--- src/rtl/ksg_pkg.sv ---
package ksg_pkg;
  typedef enum logic [2:0] {PH_IDLE, PH_KEY, PH_FRAME, PH_MIX, PH_GEN} phase_t;

  localparam int NUM_REGS = 3;

  function automatic int reg_len(input int i);
    case (i)
      0: return 19;
      1: return 22;
      default: return 23;
    endcase
  endfunction

  function automatic logic [31:0] reg_taps(input int i);
    case (i)
      0: return (32'd1 << 13) | (32'd1 << 16) | (32'd1 << 17) | (32'd1 << 18);
      1: return (32'd1 << 20) | (32'd1 << 21);
      default: return (32'd1 << 7) | (32'd1 << 20) | (32'd1 << 21) | (32'd1 << 22);
    endcase
  endfunction

  function automatic int reg_clk_idx(input int i);
    return (i == 0) ? 8 : 10;
  endfunction
endpackage

--- src/rtl/ksg_lfsr.sv ---
module ksg_lfsr #(
  parameter int          LEN     = 19,
  parameter logic [31:0] TAPS    = 32'h0007_2000,
  parameter int          CLK_IDX = 8
) (
  input  logic clk,
  input  logic rst_n,
  input  logic clear,
  input  logic step,
  input  logic inj,
  output logic msb,
  output logic cbit
);
  logic [LEN-1:0] sr;
  logic           fb;

  assign fb   = (^(sr & TAPS[LEN-1:0])) ^ inj;
  assign msb  = sr[LEN-1];
  assign cbit = sr[CLK_IDX];

  always_ff @(posedge clk or negedge rst_n) begin
    if (!rst_n)     sr <= '0;
    else if (clear) sr <= '0;
    else if (step)  sr <= {sr[LEN-2:0], fb};
  end
endmodule

--- src/rtl/ksg_ctrl.sv ---
module ksg_ctrl
  import ksg_pkg::*;
#(
  parameter int KEY_BITS    = 64,
  parameter int FRAME_BITS  = 22,
  parameter int MIX_CYCLES  = 100,
  parameter int STREAM_BITS = 228,
  parameter int CW          = 8
) (
  input  logic          clk,
  input  logic          rst_n,
  input  logic          start,
  input  logic          xfer,
  output phase_t        phase,
  output logic [CW-1:0] cnt,
  output logic          accept,
  output logic          busy,
  output logic          done
);
  assign accept = start && (phase == PH_IDLE);
  assign busy   = (phase != PH_IDLE);

  always_ff @(posedge clk or negedge rst_n) begin
    if (!rst_n) begin
      phase <= PH_IDLE;
      cnt   <= '0;
      done  <= 1'b0;
    end else if (accept) begin
      phase <= PH_KEY;
      cnt   <= '0;
      done  <= 1'b0;
    end else begin
      case (phase)
        PH_KEY:
          if (cnt == CW'(KEY_BITS - 1)) begin phase <= PH_FRAME; cnt <= '0; end
          else cnt <= cnt + 1'b1;
        PH_FRAME:
          if (cnt == CW'(FRAME_BITS - 1)) begin phase <= PH_MIX; cnt <= '0; end
          else cnt <= cnt + 1'b1;
        PH_MIX:
          if (cnt == CW'(MIX_CYCLES - 1)) begin phase <= PH_GEN; cnt <= '0; end
          else cnt <= cnt + 1'b1;
        PH_GEN:
          if (xfer) begin
            if (cnt == CW'(STREAM_BITS - 1)) begin
              phase <= PH_IDLE;
              cnt   <= '0;
              done  <= 1'b1;
            end else cnt <= cnt + 1'b1;
          end
        default: ;
      endcase
    end
  end
endmodule

--- src/rtl/keystream_gen.sv ---
module keystream_gen
  import ksg_pkg::*;
#(
  parameter int KEY_BITS    = 64,
  parameter int FRAME_BITS  = 22,
  parameter int MIX_CYCLES  = 100,
  parameter int STREAM_BITS = 228
) (
  input  logic                  clk,
  input  logic                  rst_n,
  input  logic                  start,
  input  logic [KEY_BITS-1:0]   key,
  input  logic [FRAME_BITS-1:0] frame_num,
  output logic                  busy,
  output logic                  done,
  output logic                  ks_valid,
  input  logic                  ks_ready,
  output logic                  ks_bit,
  output logic                  ks_second_half,
  input  logic                  pt_bit,
  output logic                  ct_bit
);
  localparam int HALF_BITS = STREAM_BITS / 2;
  localparam int MAX_CNT   = (STREAM_BITS > MIX_CYCLES) ? STREAM_BITS : MIX_CYCLES;
  localparam int CW        = $clog2(MAX_CNT + 1);

  phase_t              phase;
  logic [CW-1:0]       cnt;
  logic                accept, xfer, inj, maj, load_ph, maj_ph;
  logic [KEY_BITS-1:0]   key_sh;
  logic [FRAME_BITS-1:0] frame_sh;
  logic [NUM_REGS-1:0]   msbs, cbits, steps;

  ksg_ctrl #(
    .KEY_BITS(KEY_BITS), .FRAME_BITS(FRAME_BITS),
    .MIX_CYCLES(MIX_CYCLES), .STREAM_BITS(STREAM_BITS), .CW(CW)
  ) u_ctrl (
    .clk(clk), .rst_n(rst_n), .start(start), .xfer(xfer),
    .phase(phase), .cnt(cnt), .accept(accept), .busy(busy), .done(done)
  );

  always_ff @(posedge clk or negedge rst_n) begin
    if (!rst_n) begin
      key_sh   <= '0;
      frame_sh <= '0;
    end else if (accept) begin
      key_sh   <= key;
      frame_sh <= frame_num;
    end else if (phase == PH_KEY) begin
      key_sh   <= key_sh >> 1;
    end else if (phase == PH_FRAME) begin
      frame_sh <= frame_sh >> 1;
    end
  end

  assign ks_valid = (phase == PH_GEN);
  assign xfer     = ks_valid && ks_ready;
  assign load_ph  = (phase == PH_KEY) || (phase == PH_FRAME);
  assign maj_ph   = (phase == PH_MIX) || xfer;
  assign inj      = (phase == PH_KEY) ? key_sh[0] :
                    (phase == PH_FRAME) ? frame_sh[0] : 1'b0;
  assign maj      = (cbits[0] & cbits[1]) | (cbits[0] & cbits[2]) | (cbits[1] & cbits[2]);

  for (genvar g = 0; g < NUM_REGS; g++) begin : g_reg
    assign steps[g] = load_ph || (maj_ph && (cbits[g] == maj));
    ksg_lfsr #(
      .LEN(reg_len(g)), .TAPS(reg_taps(g)), .CLK_IDX(reg_clk_idx(g))
    ) u_lfsr (
      .clk(clk), .rst_n(rst_n), .clear(accept), .step(steps[g]),
      .inj(inj), .msb(msbs[g]), .cbit(cbits[g])
    );
  end

  assign ks_bit         = ^msbs;
  assign ks_second_half = ks_valid && (cnt >= CW'(HALF_BITS));
  assign ct_bit         = ks_bit ^ (pt_bit & ~ks_second_half);
endmodule

--- config.mk ---
export PLATFORM = sky130hd
export DESIGN_NAME = keystream_gen
export DESIGN_NICKNAME = d
export VERILOG_FILES = /design/src/rtl/ksg_pkg.sv /design/src/rtl/ksg_lfsr.sv /design/src/rtl/ksg_ctrl.sv /design/src/rtl/keystream_gen.sv
export SDC_FILE = /design/constraint.sdc
export NUM_CORES = 1
export LEC_CHECK = 0
export ABC_AREA = 1
export BUFFER_PORTS_ARGS = -buffer_cell sky130_fd_sc_hd__buf_2
export CAP_MARGIN = 20
export CORE_ASPECT_RATIO = 1.5
export CORE_MARGIN = 1
export CORE_UTILIZATION = 40
export CTS_BUF_LIST = sky130_fd_sc_hd__clkbuf_4 sky130_fd_sc_hd__clkbuf_8
export DETAILED_ROUTE_END_ITERATION = 12
export GPL_TIMING_DRIVEN = 0
export PLACE_DENSITY = 0.66
export SYNTH_ARGS = -nofsm -noshare
export SYNTH_HDL_FRONTEND = slang
export SYNTH_SLANG_ARGS = --single-unit
--- constraint.sdc ---
create_clock -name clk -period 3.72 [get_ports clk]
set_input_delay 1.116 -clock clk [delete_from_list [all_inputs] [get_ports clk]]
set_output_delay 1.116 -clock clk [all_outputs]
set_load 0.005 [all_outputs]
==> results.sh, run 1 <==
export IMPL_synth_area_top_cells="dfrtp_1, nand2_1, nand3_1"
export IMPL_grt_pass1_vias=6054
export IMPL_switchingPower_mw=3.079
export IMPL_cts_buffer_depth=2
export IMPL_multi_input_area_sq_um=2953
export IMPL_intPower_mw=4.038
export IMPL_grt_pass1_wl_um=28220
export IMPL_ys_types=29
export IMPL_report_final_slew_viol_count=0
export IMPL_crit_arrival_ps=1900
export IMPL_synth_xor_area_share_pct=0.9456
export IMPL_async_reset_ff_share_pct=100.0
export IMPL_yosys_area_share_simple_pct=34.48
export IMPL_port_buffers=96
export IMPL_numCtsBuffers=17
export IMPL_yosysMostFrequentCell="nand2_1"
export IMPL_fin_hold_ws_ps=474.8
export IMPL_post_cts_resized=0
export IMPL_critPathMaxFanout=6
export IMPL_antenna_found_initial=1
export IMPL_track_usage_pct=18.54
export IMPL_leakage_nw=4.548
export IMPL_finalHoldViolations=0
export IMPL_synth_top_family_by_area="simple AND/OR/NAND/NOR gates"
export IMPL_min_period_ps=3015
export IMPL_synth_common_cells="nand2_1, dfrtp_1, nand3_1, nor2_1, inv_1"
export IMPL_firstDrtPassIters=5
export IMPL_ir_worst_vdd_v=0.0004074
export IMPL_path_clk_slew_ps=90
export IMPL_tns_ps=0
export IMPL_seq_area_frac_synth_pct=54.71
export IMPL_grt_max_degree=83
export IMPL_clk_latency_ps=470
export IMPL_synth_seq_cells=162
export IMPL_synthAdderAreaFrac_pct=0.5066
export IMPL_drc=0
export IMPL_seq_power_share_pct=40.2
export IMPL_layout_drive_gt1_share_pct=17.19
export IMPL_swShare_pct=43.26
export IMPL_dpl_hpwl_um=11810
export IMPL_grt_ovfl_total=0
export IMPL_fillCellCount=1837
export IMPL_area_delta_synth_final_pct=15.38
export IMPL_viasPerCell=4.931
export IMPL_core_sq_um=18020
export IMPL_synth_top_area_share_pct=54.71
export IMPL_clockPowerShare_pct=16.5
export IMPL_hold_path_class="flip-flop to flip-flop"
export IMPL_combPwrFrac_pct=43.3
export IMPL_register_area_sq_um=4054
export IMPL_fin_nets=1135
export IMPL_synth_area_sq_um=7410
export IMPL_rsz0062_at_grt="no"
export IMPL_slew_headroom_pct=58.14
export IMPL_final_util_pct=47.45
export IMPL_critPathRequiredTime_ps=2600
export IMPL_antenna_cells=0
export IMPL_io_pin_count=97
export IMPL_synth_top_area_cell="dfrtp_1"
export IMPL_end_kind="primary output"
export IMPL_synth_nets=1019
export IMPL_synth_warnings=0
export IMPL_avgSynthCellArea_sq_um=8.010
export IMPL_period_share_pct=81.05
export IMPL_fmax_ghz=0.3317
export IMPL_synthMuxAreaShare_pct=0
export IMPL_dieArea_sq_um=19080
export IMPL_die_x_um=113.1
export IMPL_worstSetupStartpointType="flip-flop"
export IMPL_htree_levels=4
export IMPL_power_density_nw_per_um2=832.5
export IMPL_synthFlopType="dfrtp_1"
export IMPL_post_drt_wl_per_cell_um=12.83
export IMPL_cts_root_buffer="clkbuf_8"
export IMPL_clkSinkCount=162
export IMPL_row_count=60
export IMPL_drtIter0Drc=261
export IMPL_cts_tree="yes"
export IMPL_synth_edff_count=0
export IMPL_die_h_um=168.7
export IMPL_worst_slew_pin_slew_ps=627.8
export IMPL_critPathKind="flip-flop to primary output"
export IMPL_finClkSkew_ps=16.54
export IMPL_synthCells=925
export IMPL_synth_compound_area_share_pct=3.918
export IMPL_status="completed"
export IMPL_maxCapViolCount=0
export IMPL_setup_viol=0
export IMPL_place_gp_congestion=0.7989
export IMPL_wirelength_um=16300
export IMPL_holdBufCountCts=0
export IMPL_start_util_pct=41.12
export IMPL_routed_via_count=6262
export IMPL_ant_nets=0
export IMPL_post_cts_buffers=0
==> worst max-delay path: stages, from the launching register on <==
cell     delay [ps]
dfrtp_1         450
inv_1            70
ha_1            190
nor2_1          100
nand3_1          90
nand2_1          70
nand2_1          50
nand2_1         110
nand2_1          80
xnor2_1         120
buf_2           130
==> kinds of logic after synthesis <==
family,Yosys count
AO/OA/AOI/OAI,45
XOR/XNOR,8
adder cells (fa/ha/maj),3
buffers and inverters,86
flip-flops,162
AND/OR/NAND/NOR,621
==> layout by cell type (no fill, tap or decap), drive strengths merged <==
| cell type | count |
|---|---|
| nand2 | 447 |
| dfrtp | 162 |
| buf | 126 |
| nand3 | 115 |
| nor2 | 46 |
| inv | 46 |
| clkbuf | 34 |
| a31oi | 20 |
| o21ai | 13 |
| a21oi | 6 |
| nand4 | 6 |
| clkinv | 6 |
| xor2 | 5 |
| nor3 | 4 |
| o211ai | 4 |
| xnor2 | 3 |
| ha | 3 |
| nand3b | 2 |
| clkinvlp | 2 |
| or2 | 1 |
| a22o | 1 |
| o221ai | 1 |
==> per-layer routing <==
layer / GRT usage (%) / part of all wire (%)
met5: 0 / 0.049
met4: 5.664 / 1.6
met3: 5.585 / 5.2
met2: 32.06 / 50
met1: 22.06 / 43
==> final timing paths <==
check,from,to,slack (ps),cells past startpoint
max,u_ctrl.cnt[0]$_DFFE_PN0P_,ct_bit,710,10
min,g_reg[0].u_lfsr.sr[2]$_DFFE_PN0P_,g_reg[0].u_lfsr.sr[3]$_DFFE_PN0P_,470,2
max reg2reg,u_ctrl.phase[0]$_DFFE_PN0P_,key_sh[45]$_DFFE_PN0P_,1810,8
min reg2reg,g_reg[0].u_lfsr.sr[2]$_DFFE_PN0P_,g_reg[0].u_lfsr.sr[3]$_DFFE_PN0P_,470,2
max in group asynchronous,rst_n,key_sh[50]$_DFFE_PN0P_,2290,2
min in group asynchronous,rst_n,u_ctrl.cnt[4]$_DFFE_PN0P_,620,1
==> layout make-up <==
cell class	count	share of cell area [%]
clock inverters	13	1.200
plain buffers	45	2.912
well taps	217	3.176
clock buffers	18	2.898
inverters	41	1.800
multi-input cells	677	34.54
repair buffers	97	6.059
flip-flops and latches	162	47.42
==> power by group through the flow <==
stage / registers (mW) / logic [mW] / clock network [mW]
after detailed placement: 2.89 / 3.14 / 0
after floorplan: 2.78 / 2.39 / 0
after global placement: 2.88 / 3.07 / 0
final: 2.86 / 3.08 / 1.17
after CTS: 2.86 / 3.15 / 1.21
after global routing: 2.95 / 3.56 / 1.27
==> registers in the layout, summed over array words and instances (netlist names) <==
register and cells:
u_ctrl.done 1, g.u_lfsr.sr 64, u_ctrl.phase 3, u_ctrl.cnt 8
frame_sh 22, key_sh 64
==> metrics by stage <==
stage               worst slack [ps]  instances  power [mW]  instance area (sq um)
floorplan                       1286        925       5.170                   7410
global placement               -1035       1238       5.950                   8162
detailed placement              1094       1239       6.030                   8199
CTS                            671.9       1270       7.225                   8549
global route                   479.7       1270       7.786                   8549
finish                         705.1       1270       7.117                   8549
Power figures use the tool's default switching activity.
==> inputs of run 2 (changes only) <==
Clock period 3.72 ns to 2.9 ns, I/O delays scaled along.
==> run 2 against run 1 <==
Against the previous run: utilization up 0.056 points; critical path depth is 1 lower; clock-buffer cell count did not move; global-route usage unchanged; largest cell class unchanged.
==> results.sh, run 2 (synthesis results as in run 1) <==
export IMPL_final_cell_mix="nand2_1, dfrtp_1, nand3_1, buf_2, nor2_1"
export IMPL_row_count=60
export IMPL_htree_levels=4
export IMPL_worst_slew_pin_slew_ps=626.8
export IMPL_layout_drive_gt1_share_pct=17.46
export IMPL_antenna_cells=0
export IMPL_min_period_ps=2694
export IMPL_grt_ovfl_total=0
export IMPL_finClkSkew_ps=15.78
export IMPL_start_util_pct=41.12
export IMPL_clk_latency_ps=460
export IMPL_clkSinkCount=162
export IMPL_track_usage_pct=18.54
export IMPL_register_area_sq_um=4056
export IMPL_drc=0
export IMPL_cts_buffer_depth=2
export IMPL_critPathMaxFanout=6
export IMPL_wirelength_um=16360
export IMPL_ant_nets=0
export IMPL_crit_arrival_ps=1820
export IMPL_ir_worst_vdd_v=0.0005234
export IMPL_critPathMaxStageDelay_ps=450
export IMPL_routed_via_count=6280
export IMPL_path_cells="ha_1, nor2_1, nand3_1, nand2_1, nand2_1, nand2_1, nand2_1, xnor2_1, buf_2"
export IMPL_report_final_slew_viol_count=0
export IMPL_grt_pass1_wl_um=28220
export IMPL_slew_headroom_pct=58.21
export IMPL_rsz0062_at_grt="no"
export IMPL_viasPerCell=4.941
export IMPL_fillCellCount=1836
export IMPL_port_buffers=96
export IMPL_tns_ps=0
export IMPL_status="completed"
export IMPL_crit_top_cell="nand2_1"
export IMPL_crit_path_top_delay_cell="dfrtp_2"
export IMPL_antenna_found_initial=1
export IMPL_fmax_ghz=0.3712
export IMPL_reg2reg_from="u_ctrl.phase[1]$_DFFE_PN0P_"
export IMPL_die_x_um=113.1
export IMPL_drtIter0Drc=262
export IMPL_dpl_hpwl_um=11810
export IMPL_numCtsBuffers=17
export IMPL_leakage_nw=4.550
export IMPL_worstSetupStartpoint="u_ctrl.cnt[1]$_DFFE_PN0P_"
export IMPL_die_h_um=168.7
export IMPL_area_delta_synth_final_pct=15.52
export IMPL_final_util_pct=47.51
export IMPL_worstSetupStartpointType="flip-flop"
export IMPL_hold_path_class="primary input to async pin"
export IMPL_dp_cells=1239
export IMPL_critPathRequiredTime_ps=2030
export IMPL_io_pin_count=97
export IMPL_grt_max_degree=83
export IMPL_critical_path_endpoint="ct_bit"
export IMPL_fin_nets=1136
export IMPL_cts_root_buffer="clkbuf_8"
export IMPL_reg_top3="g.u_lfsr.sr: 64 flops, key_sh: 64 flops, frame_sh: 22 flops"
export IMPL_stdcell_count=1271
export IMPL_dieArea_sq_um=19080
export IMPL_maxCapViolCount=0
export IMPL_end_kind="primary output"
export IMPL_power_density_nw_per_um2=1069
export IMPL_path_depth=9
export IMPL_period_share_pct=92.89
export IMPL_r2r_slack_ps=990
export IMPL_final_common_cell="nand2_1"
export IMPL_fin_hold_ws_ps=370.2
export IMPL_setup_viol=0
export IMPL_multi_input_area_sq_um=2953
export IMPL_finalHoldViolations=0
export IMPL_path_delay_family="simple AND/OR/NAND/NOR gates"
export IMPL_firstDrtPassIters=4
export IMPL_core_sq_um=18020
export IMPL_worst_path_buf_inv=1
export IMPL_r2r_end="key_sh[45]$_DFFE_PN0P_"
export IMPL_post_drt_wl_per_cell_um=12.87
export IMPL_place_gp_congestion=0.7989
export IMPL_r2r_cells=7
export IMPL_path_clk_slew_ps=90
export IMPL_grt_pass1_vias=6054
export IMPL_cts_tree="yes"
export IMPL_critPathKind="flip-flop to primary output"
==> run 2: cell types whose count changed in the layout (fill, tap and decap cells not counted), sizes merged <==
| cell | previous run | this run |
|---|---|---|
| buf | 126 | 127 |
==> run 2: area by class of cell <==
| type | instances | share of cell area [%] |
|---|---|---|
| Buffer | 45 | 2.909 |
| Clock inverter | 13 | 1.199 |
| Tap cell | 217 | 3.172 |
| Inverter | 41 | 1.798 |
| Clock buffer | 18 | 2.894 |
| Multi-Input combinational cell | 677 | 34.50 |
| Sequential cell | 162 | 47.39 |
| Timing Repair Buffer | 98 | 6.139 |
==> run 2: metal layers <==
metal	GRT usage [%]	vias to the layer above	wire [um]	share of wire, %
li1	-	3169	-	-
met1	22.06	2963	6980	43
met2	32.06	122	8180	50
met3	5.585	24	917	5.6
met4	5.664	2	277	1.7
met5	0	-	8	0.049
==> run 2: how the worst min path moves through the flow <==
stage                                             startpoint                                 end  slack [ps]
after floorplan           g_reg[2].u_lfsr.sr[11]$_DFFE_PN0P_  g_reg[2].u_lfsr.sr[11]$_DFFE_PN0P_         440
after global placement     g_reg[2].u_lfsr.sr[8]$_DFFE_PN0P_   g_reg[2].u_lfsr.sr[8]$_DFFE_PN0P_         450
after detailed placement  g_reg[0].u_lfsr.sr[15]$_DFFE_PN0P_  g_reg[0].u_lfsr.sr[16]$_DFFE_PN0P_         460
after CTS                                              rst_n           u_ctrl.cnt[4]$_DFFE_PN0P_         380
after global routing                                   rst_n           u_ctrl.cnt[4]$_DFFE_PN0P_         410
final                                                  rst_n           u_ctrl.cnt[4]$_DFFE_PN0P_         370
==> run 2: timing repair <==
item                                    in CTS  in global routing
hold buffers                                 0                  0
endpoints found under the setup margin       0                  1
endpoints found under the hold margin        0                  0
buffers inserted                             0                  1
resized for setup                            0                  2
==> run 2: through the flow <==
step	setup slack (ps)	instance area [sq um]	power [mW]
global placement	-1609	8162	7.632
finish	206.1	8559	9.147
floorplan	883.9	7410	6.632
CTS	97.86	8549	9.268
detailed placement	532.5	8199	7.735
global route	5.907	8559	10.00
==> run 2: power breakdown <==
| part | switching, mW | internal (mW) |
|---|---|---|
| clock | 0.883 | 0.624 |
| sequential | 0.510 | 3.16 |
| combinational | 2.56 | 1.40 |
